### src/rtl/stt_pkg.sv
package stt_pkg;

  typedef enum logic [1:0] {
    ADDR_LO  = 2'd0,
    ADDR_HI  = 2'd1,
    ADDR_CTL = 2'd2
  } stt_addr_e;

  // One-hot decode of an accepted bus request
  typedef struct packed {
    logic wr_lo;
    logic wr_hi;
    logic wr_ctl;
    logic rd_lo;
    logic rd_hi;
    logic rd_ctl;
  } stt_op_t;

endpackage

### src/rtl/stt_regif.sv
module stt_regif
  import stt_pkg::*;
#(
  parameter int DATA_W = 32
) (
  input  logic              clk,
  input  logic              rst_n,
  input  logic              req_valid,
  output logic              req_ready,
  input  logic              req_write,
  input  logic [1:0]        req_addr,
  input  logic              ctl_bit,
  output logic              rsp_valid,
  input  logic              rsp_ready,
  output logic [DATA_W-1:0] rsp_rdata,
  input  logic              chip_reinit,
  input  logic [DATA_W-1:0] lo_rdata,
  input  logic [DATA_W-1:0] hi_rdata,
  output stt_op_t           op,
  output logic              soft_clr,
  output logic              rst_req
);

  logic fire;
  logic ctl_flip;
  logic reinit_hit;
  logic [DATA_W-1:0] rd_mux;

  assign req_ready = !rsp_valid || rsp_ready;
  assign fire      = req_valid && req_ready;

  always_comb begin
    op = '0;
    if (fire) begin
      unique case (req_addr)
        ADDR_LO:  if (req_write) op.wr_lo  = 1'b1; else op.rd_lo  = 1'b1;
        ADDR_HI:  if (req_write) op.wr_hi  = 1'b1; else op.rd_hi  = 1'b1;
        ADDR_CTL: if (req_write) op.wr_ctl = 1'b1; else op.rd_ctl = 1'b1;
        default:  op = '0;
      endcase
    end
  end

  assign ctl_flip   = op.wr_ctl && ctl_bit;
  assign reinit_hit = chip_reinit && rst_req;
  // Clear on a 0->1 flip of the request, or when re-init finds it pending
  assign soft_clr   = (ctl_flip && !rst_req) || reinit_hit;

  always_ff @(posedge clk or negedge rst_n) begin
    if (!rst_n)          rst_req <= 1'b0;
    else if (reinit_hit) rst_req <= 1'b0;
    else if (ctl_flip)   rst_req <= !rst_req;
  end

  always_comb begin
    rd_mux = '0;
    if (op.rd_lo)       rd_mux = lo_rdata;
    else if (op.rd_hi)  rd_mux = hi_rdata;
    else if (op.rd_ctl) rd_mux[0] = rst_req;
  end

  always_ff @(posedge clk or negedge rst_n) begin
    if (!rst_n) begin
      rsp_valid <= 1'b0;
      rsp_rdata <= '0;
    end else if (fire && !req_write) begin
      rsp_valid <= 1'b1;
      rsp_rdata <= rd_mux;
    end else if (rsp_ready) begin
      rsp_valid <= 1'b0;
    end
  end

endmodule

### src/rtl/stt_split.sv
module stt_split
  import stt_pkg::*;
#(
  parameter int DATA_W = 32,
  localparam int CNT_W = 2 * DATA_W
) (
  input  logic              clk,
  input  logic              rst_n,
  input  stt_op_t           op,
  input  logic [DATA_W-1:0] wdata,
  input  logic [CNT_W-1:0]  cnt,
  output logic [DATA_W-1:0] hi_rdata,
  output logic              commit,
  output logic [CNT_W-1:0]  commit_val
);

  logic [DATA_W-1:0] shadow_hi;
  logic              shadow_vld;
  logic [DATA_W-1:0] hold_lo;
  logic              hold_vld;

  assign hi_rdata = shadow_vld ? shadow_hi : cnt[CNT_W-1:DATA_W];

  // Read side: low read snapshots the high half for the following high read
  always_ff @(posedge clk or negedge rst_n) begin
    if (!rst_n) begin
      shadow_hi  <= '0;
      shadow_vld <= 1'b0;
    end else if (op.rd_lo) begin
      shadow_hi  <= cnt[CNT_W-1:DATA_W];
      shadow_vld <= 1'b1;
    end else if (op.rd_hi) begin
      shadow_vld <= 1'b0;
    end
  end

  // Write side: low word parks here until the high word completes the pair
  always_ff @(posedge clk or negedge rst_n) begin
    if (!rst_n) begin
      hold_lo  <= '0;
      hold_vld <= 1'b0;
    end else if (op.wr_lo) begin
      hold_lo  <= wdata;
      hold_vld <= 1'b1;
    end else if (op.wr_hi) begin
      hold_vld <= 1'b0;
    end
  end

  assign commit     = op.wr_hi;
  assign commit_val = {wdata, (hold_vld ? hold_lo : cnt[DATA_W-1:0])};

endmodule

### src/rtl/stt_counter.sv
module stt_counter #(
  parameter int CNT_W = 64
) (
  input  logic             clk,
  input  logic             rst_n,
  input  logic             clr,
  input  logic             sw_ld,
  input  logic [CNT_W-1:0] sw_val,
  input  logic             ext_ld,
  input  logic [CNT_W-1:0] ext_val,
  input  logic             tick,
  output logic [CNT_W-1:0] cnt
);

  // Priority: clear, software load, external load, tick
  always_ff @(posedge clk or negedge rst_n) begin
    if (!rst_n)      cnt <= '0;
    else if (clr)    cnt <= '0;
    else if (sw_ld)  cnt <= sw_val;
    else if (ext_ld) cnt <= ext_val;
    else if (tick)   cnt <= cnt + CNT_W'(1);
  end

endmodule

### src/rtl/sync_timer64.sv
module sync_timer64
  import stt_pkg::*;
#(
  parameter int DATA_W   = 32,
  parameter int TU_SHIFT = 10,
  parameter int TU_W     = 16,
  localparam int CNT_W   = 2 * DATA_W
) (
  input  logic              clk,
  input  logic              rst_n,
  input  logic              tick_us,
  input  logic              chip_reinit,
  input  logic              load_valid,
  input  logic [CNT_W-1:0]  load_value,
  input  logic              req_valid,
  output logic              req_ready,
  input  logic              req_write,
  input  logic [1:0]        req_addr,
  input  logic [DATA_W-1:0] req_wdata,
  output logic              rsp_valid,
  input  logic              rsp_ready,
  output logic [DATA_W-1:0] rsp_rdata,
  output logic [TU_W-1:0]   tu_out
);

  stt_op_t           op;
  logic              soft_clr;
  logic              rst_req_q;
  logic [CNT_W-1:0]  cnt_q;
  logic [DATA_W-1:0] hi_rdata;
  logic              commit;
  logic [CNT_W-1:0]  commit_val;

  stt_regif #(.DATA_W(DATA_W)) u_regif (
    .clk(clk), .rst_n(rst_n),
    .req_valid(req_valid), .req_ready(req_ready), .req_write(req_write),
    .req_addr(req_addr), .ctl_bit(req_wdata[0]),
    .rsp_valid(rsp_valid), .rsp_ready(rsp_ready), .rsp_rdata(rsp_rdata),
    .chip_reinit(chip_reinit),
    .lo_rdata(cnt_q[DATA_W-1:0]), .hi_rdata(hi_rdata),
    .op(op), .soft_clr(soft_clr), .rst_req(rst_req_q)
  );

  stt_split #(.DATA_W(DATA_W)) u_split (
    .clk(clk), .rst_n(rst_n), .op(op), .wdata(req_wdata), .cnt(cnt_q),
    .hi_rdata(hi_rdata), .commit(commit), .commit_val(commit_val)
  );

  stt_counter #(.CNT_W(CNT_W)) u_counter (
    .clk(clk), .rst_n(rst_n), .clr(soft_clr),
    .sw_ld(commit), .sw_val(commit_val),
    .ext_ld(load_valid), .ext_val(load_value),
    .tick(tick_us), .cnt(cnt_q)
  );

  generate
    if (TU_SHIFT + TU_W <= CNT_W) begin : g_tu_fit
      assign tu_out = cnt_q[TU_SHIFT +: TU_W];
    end else begin : g_tu_pad
      localparam int AVAIL = CNT_W - TU_SHIFT;
      assign tu_out = {{(TU_W - AVAIL){1'b0}}, cnt_q[CNT_W-1:TU_SHIFT]};
    end
  endgenerate

endmodule

### config.mk
export PLATFORM = sky130hd
export DESIGN_NAME = sync_timer64
export DESIGN_NICKNAME = d
export VERILOG_FILES = /design/src/rtl/stt_pkg.sv /design/src/rtl/stt_regif.sv /design/src/rtl/stt_split.sv /design/src/rtl/stt_counter.sv /design/src/rtl/sync_timer64.sv
export SDC_FILE = /design/constraint.sdc
export NUM_CORES = 1
export LEC_CHECK = 0
export BUFFER_PORTS_ARGS = -buffer_cell sky130_fd_sc_hd__buf_2
export CAP_MARGIN = 10
export CORE_ASPECT_RATIO = 0.5
export CORE_UTILIZATION = 55
export CTS_CLUSTER_SIZE = 40
export DETAILED_ROUTE_END_ITERATION = 10
export GPL_ROUTABILITY_DRIVEN = 1
export PLACE_DENSITY = 0.78
export RECOVER_POWER = 25
export SLEW_MARGIN = 20
export SYNTH_ARGS = -nofsm -noshare
export SYNTH_HDL_FRONTEND = slang
export SYNTH_SLANG_ARGS = --single-unit
### constraint.sdc
create_clock -name clk -period 6.1 [get_ports clk]
set_input_delay 1.22 -clock clk [delete_from_list [all_inputs] [get_ports clk]]
set_output_delay 1.22 -clock clk [all_outputs]
set_load 0.005 [all_outputs]
==> results of run 1 <==
[layout make-up]
class / count / area share [%]
diodes: 4 / 0.0900
clock buffers: 20 / 4.11
clock inverters: 12 / 1.61
inverters: 9 / 0.304
multi-input cells: 832 / 46.4
flip-flops and latches: 164 / 36.9
well taps: 227 / 2.55
repair buffers: 171 / 8.08
[power by group through the flow]
stage                     clock (mW)  combinational, mW  sequential, mW
after floorplan                    0              0.514            1.44
after global routing            1.22              0.768            1.61
final                           1.17              0.695            1.59
after CTS                       1.18              0.687            1.57
after detailed placement           0              0.679            1.59
after global placement             0              0.659            1.58
[sequential cells by signal (all words and copies together) (netlist names)]
| register | flops |
|---|---|
| u_counter.cnt | 64 |
| u_regif.rsp_rdata | 32 |
| u_split.hold_lo | 32 |
| u_split.shadow_hi | 32 |
| u_regif.rsp_valid | 1 |
| u_regif.rst_req | 1 |
| u_split.hold_vld | 1 |
| u_split.shadow_vld | 1 |
[metal layers]
metal	vias to the layer above	global-route usage [%]
met5	-	0
met4	0	9.27
met3	54	18.8
met2	611	49.7
met1	4656	56.6
li1	4236	-
[metrics by stage]
stage,power [mW],setup slack (ns),cells
3_5_place_dp,2.27,2.32,1403
3_3_place_gp,2.23,2.40,1403
6_report,3.46,2.60,1439
5_1_grt,3.60,2.31,1435
2_1_floorplan,1.96,3.21,1110
4_1_cts,3.43,2.75,1435
[worst max-delay path: cells and delay by family]
| kind | cells | cell delay, ns |
|---|---|---|
| and+or+nand+nor | 4 | 1.41 |
| buffers and inverters | 2 | 0.69 |
| AOI/OAI and AO/OA | 2 | 0.53 |
[path summary, 6_finish.rpt]
kind | from | end | cells past startpoint
max | req_addr[1] | u_counter.cnt[46] | 8
min | u_regif.rsp_rdata[19] | u_regif.rsp_rdata[19] | 2
max reg2reg | u_counter.cnt[10] | u_counter.cnt[43] | 6
min reg2reg | u_regif.rsp_rdata[19] | u_regif.rsp_rdata[19] | 2
max in group asynchronous | rst_n | u_counter.cnt[18] | 2
min in group asynchronous | rst_n | u_counter.cnt[15] | 1
[cell usage after synthesis, drive strengths merged (3+ instances only)]
library cell	count
a21oi	110
a211oi	3
o221ai	4
mux2	61
o211ai	11
and3	33
nand2	123
or2	3
nand4	23
o31a	9
xnor2	17
a22oi	3
a31oi	23
dfrtp	164
and4	5
o21ai	96
and2	5
nand3	40
o21a	6
a221oi	4
nor2b	4
or4	3
o22ai	11
or3	7
nor4	18
o31ai	9
clkbuf	64
a32o	3
mux2i	38
a21o	5
inv	9
nor3	34
xor2	11
buf	41
nor2	76
[logic make-up (layout without fill, tap and decap cells)]
group	count (synthesis)	after routing	share of synthesized area, %
other	0	4	0
XOR/XNOR	28	28	2.52
buffers and inverters	114	212	5.32
AO/OA/AOI/OAI	322	322	19.9
multiplexers	99	99	11.0
adder cells (fa/ha/maj)	1	1	0.128
AND/OR/NAND/NOR	382	382	19.1
flip-flops	164	164	42.1
==> results.toml, run 1 <==
[status]
status = "complete, but fails checks"
violations = "capacitance limit, slew limit"

[layout]
final_cell_mix = "dfrtp_1, buf_2, nand2_1"
syn2layout_area_growth_pct = 14.2
final_common_cell = "dfrtp_1"
nets = 1302
finish.utilization_pct = 66.0
drive_gt1_share_pct = 23.3
fillCellCount = 1398
fin_area_sq_um = 11100
seqCellArea_sq_um = 4100
multi_input_area_sq_um = 5160

[job]
maxCapViolCount = 1

[worst_setup_path]
crit_top_cell = "nor2_1"
start_kind = "input pin"
cpMaxStageDelayCell = "nor2_1"
crit_required_ns = 6.46
critical-path-max-stage-delay_ns = 0.83
path_cells = "buf_2, nand2b_1, nor3_2, buf_4, nor2_1, nor2_1, o221ai_1, o21ba_2"
cp-end-kind = "register"
rrSetupSlack_ns = 2.75
path_class = "input pin to register"
crit_arrival_ns = 3.86
cp_max_fo = 57

[detailed_routing]
antenna_left = 0
wl_met3_mm = 5.55
firstDrtPassIters = 6
routedWlPerCell_microns = 24.2
routed_wl_mm = 34.8
wl_met2_mm = 13.2
wl_met1_mm = 15.6
drc = 0
top_layer = "met4"
drt-vias-per-instance = 6.64
drt_iter0_drc = 1094
vias = 9557

[power]
cellPowerDensity_nw_per_um2 = 311
p_sw_mw = 1.12
leakage_nw = 4.82
share_comb_of_total_power_pct = 20.1
power_frac_clock_pct = 33.9
swShare_pct = 32.5
power.internal_mw = 2.34
power_frac_seq_pct = 46.0
peakVddDrop_v = 0.000233

[logic_synthesis]
yosys.area.top_type = "dfrtp_1"
synthArstFlopShare_pct = 100
yosys_warnings = 0
syn_inst = 1110
synthesis.area_sq_um = 9740
seq_area_frac_synth_pct = 42.1
synth_top_area_share_pct = 42.1
syn_avg_cell_area_sq_um = 8.78
synth-edff-count = 0
ys_seq_elements = 164
synthTopCellsByArea = "dfrtp_1, mux2_2, a21oi_1, o21ai_0, nand2_1"
synth_fp_nets = 1217
synth.distinct_cells = 70
ys.flop_type = "dfrtp_1"

[sta]
drv_slew = 40
hold_viol = 0
rsz0062_at_grt = "false"
period_minus_slack_ns = 3.50
setup_viol = 0
worst_slew_pin_slew_ns = 2.10
worst_hold_slack_ns = 0.474
fmax_mhz = 286
clock_skew_ns = 0.0142
post-route-period-util_pct = 57.3
finalSetupTns_ns = 0
relSlewSlack_pct = -40.0

[clock_network]
root_buffer = "clkbuf_16"
cts.sink_count = 164
cts_setup_buffers = 0
cts_tree = "yes"
clock_latency_ns = 0.43
htreeDepth = 4
numCtsBuffers = 17
cts_resized = 0
cts_buffer_depth = 2
path_clk_slew_ns = 0.06
ctsHoldBuffers = 0

[place]
routabilityCongestion = 0.968
dpl.hpwl_mm = 24.7
io_buffers = 155
place_area_sq_um = 10500

[grt]
grt_overflow = 0
grt_pass1_vias = 8589
grt_use_total_pct = 38.7
grt_pass1_wl_mm = 51.6
antenna_found_initial = 0
grt_max_degree = 86

[min_path]
hp-class = "register to register"

[die]
ios = 156
die_w_microns = 190
dieHeight_microns = 96.1
initial_core_util_pct = 57.8
die_area_sq_um = 18300
rows = 33
core_area_sq_um = 16800
Power figures use the tool's default switching activity.
==> run 2: changes to the inputs <==
- CORE_UTILIZATION: 55 -> 52
- PLACE_DENSITY: 0.78 -> 0.77
- clock period: 6.1 -> 2.9 ns (I/O delays scaled with it)
==> results.toml, run 2 (same netlist as run 1, synthesis figures left out) <==
[die]
rows = 34
die_area_sq_um = 19300
ios = 156
dieHeight_microns = 98.8
initial_core_util_pct = 54.5
die_w_microns = 196
core_area_sq_um = 17900

[min_path]
hp-class = "input pin to register"

[clock_network]
root_buffer = "clkbuf_16"
numCtsBuffers = 17
ctsHoldBuffers = 0
path_clk_slew_ns = 0.07
cts_buffer_depth = 2
clock_latency_ns = 0.44
htreeDepth = 4
cts_setup_buffers = 0
cts.sink_count = 164
cts_tree = "yes"
cts_resized = 0

[layout]
syn2layout_area_growth_pct = 19.6
drive_gt1_share_pct = 27.2
nets = 1363
largest_register_ffs = 64
final_common_cell = "dfrtp_1"
final_cell_mix = "dfrtp_1, buf_2, nand2_1"
stdcell_count = 1503
top_register = "u_counter.cnt"
finish.utilization_pct = 65.2
diodes = 0

[grt]
grt_most_used_layer = "met1"
use_met3_pct = 20.6
grt_pass1_vias = 9220
grt_util_met2_pct = 52.0
grt_overflow = 0
grt_pass1_wl_mm = 56.9
grt_use_total_pct = 40.0
grt_max_degree = 63
antenna_found_initial = 1
grt_util_met1_pct = 58.5

[detailed_routing]
drt-vias-per-instance = 6.54
routed_wl_mm = 37.9
firstDrtPassIters = 7
antenna_left = 0
vias = 9825
drt_iter0_drc = 1086
routedWlPerCell_microns = 25.2
drc = 0

[sta]
fmax_mhz = 386
drv_slew = 62
setup_viol = 0
relSlewSlack_pct = -19.9
worst_slew_pin_slew_ns = 1.80
post-route-period-util_pct = 89.3
clock_skew_ns = 0.0164
rsz0062_at_grt = "false"
period_minus_slack_ns = 2.59
worst_hold_slack_ns = 0.398
hold_viol = 0
finalSetupTns_ns = 0

[place]
io_buffers = 155
dpl.hpwl_mm = 28.4
dp_cells = 1471
routabilityCongestion = 1.09

[power]
cellPowerDensity_nw_per_um2 = 646
peakVddDrop_v = 0.000457
power_mw = 7.53
leakage_nw = 5.16

[status]
status = "complete, but fails checks"
violations = "capacitance limit, slew limit"

[worst_setup_path]
path_class = "register to register"
crit_required_ns = 3.20
cp-end-kind = "register"
crit_arrival_ns = 2.89
cp_max_fo = 6
start_kind = "register"

[job]
maxCapViolCount = 1
run 2: cell types whose count changed in the layout (fill, tap and decap cells not counted), moves of 2 or more:
cell / change
buf_4: +56
diode_2: -4
clkinv_2: -2
inv_6: +3
buf_12: +5
inv_8: +3
clkinvlp_4: -3
run 2: power by group:
group | internal [mW] | switching (mW) | leakage, nW
sequential | 2.74 | 0.471 | 2.04
clock | 1.50 | 1.05 | 0.321
combinational | 0.793 | 0.983 | 2.80
total | 5.03 | 2.51 | 5.16
run 2: through the flow:
step	instance area, sq um	setup slack (ns)
after detailed placement	11000	0.363
after global routing	11700	0.270
after CTS	11700	0.457
after floorplan	9740	0.645
final	11700	0.311
after global placement	11000	0.417
run 2: per-layer routing:
metal  up-vias  part of all wire [%]
met5         -                     0
met4         0                  0.99
met3        48                    17
met2       658                    39
met1      4769                    43
li1       4350                     -
run 2: critical path, stage by stage, from the launching register on:
cell     delay (ns)
dfrtp_1        0.62
nand3_1        0.33
nor3_1         0.41
nand4_1        0.29
nor2_1         0.25
a31oi_1        0.11
or3b_2         0.44
run 2: area by class of cell:
type | instances | area (sq um)
Clock buffer | 18 | 439
Multi-Input combinational cell | 832 | 5160
Clock inverter | 14 | 215
Tap cell | 234 | 293
Inverter | 9 | 33.8
Sequential cell | 164 | 4100
Fill cell | 1521 | 6210
Timing Repair Buffer | 232 | 1410
run 2: final timing paths:
kind	startpoint	to	slack [ns]	cells past startpoint
max	u_counter.cnt[4]	u_counter.cnt[43]	0.31	6
min	req_wdata[24]	u_split.hold_lo[24]	0.40	2
max reg2reg	u_counter.cnt[4]	u_counter.cnt[43]	0.31	6
min reg2reg	u_regif.rsp_rdata[16]	u_regif.rsp_rdata[16]	0.47	2
max in group asynchronous	rst_n	u_counter.cnt[53]	0.90	2
min in group asynchronous	rst_n	u_split.hold_lo[15]	0.62	1
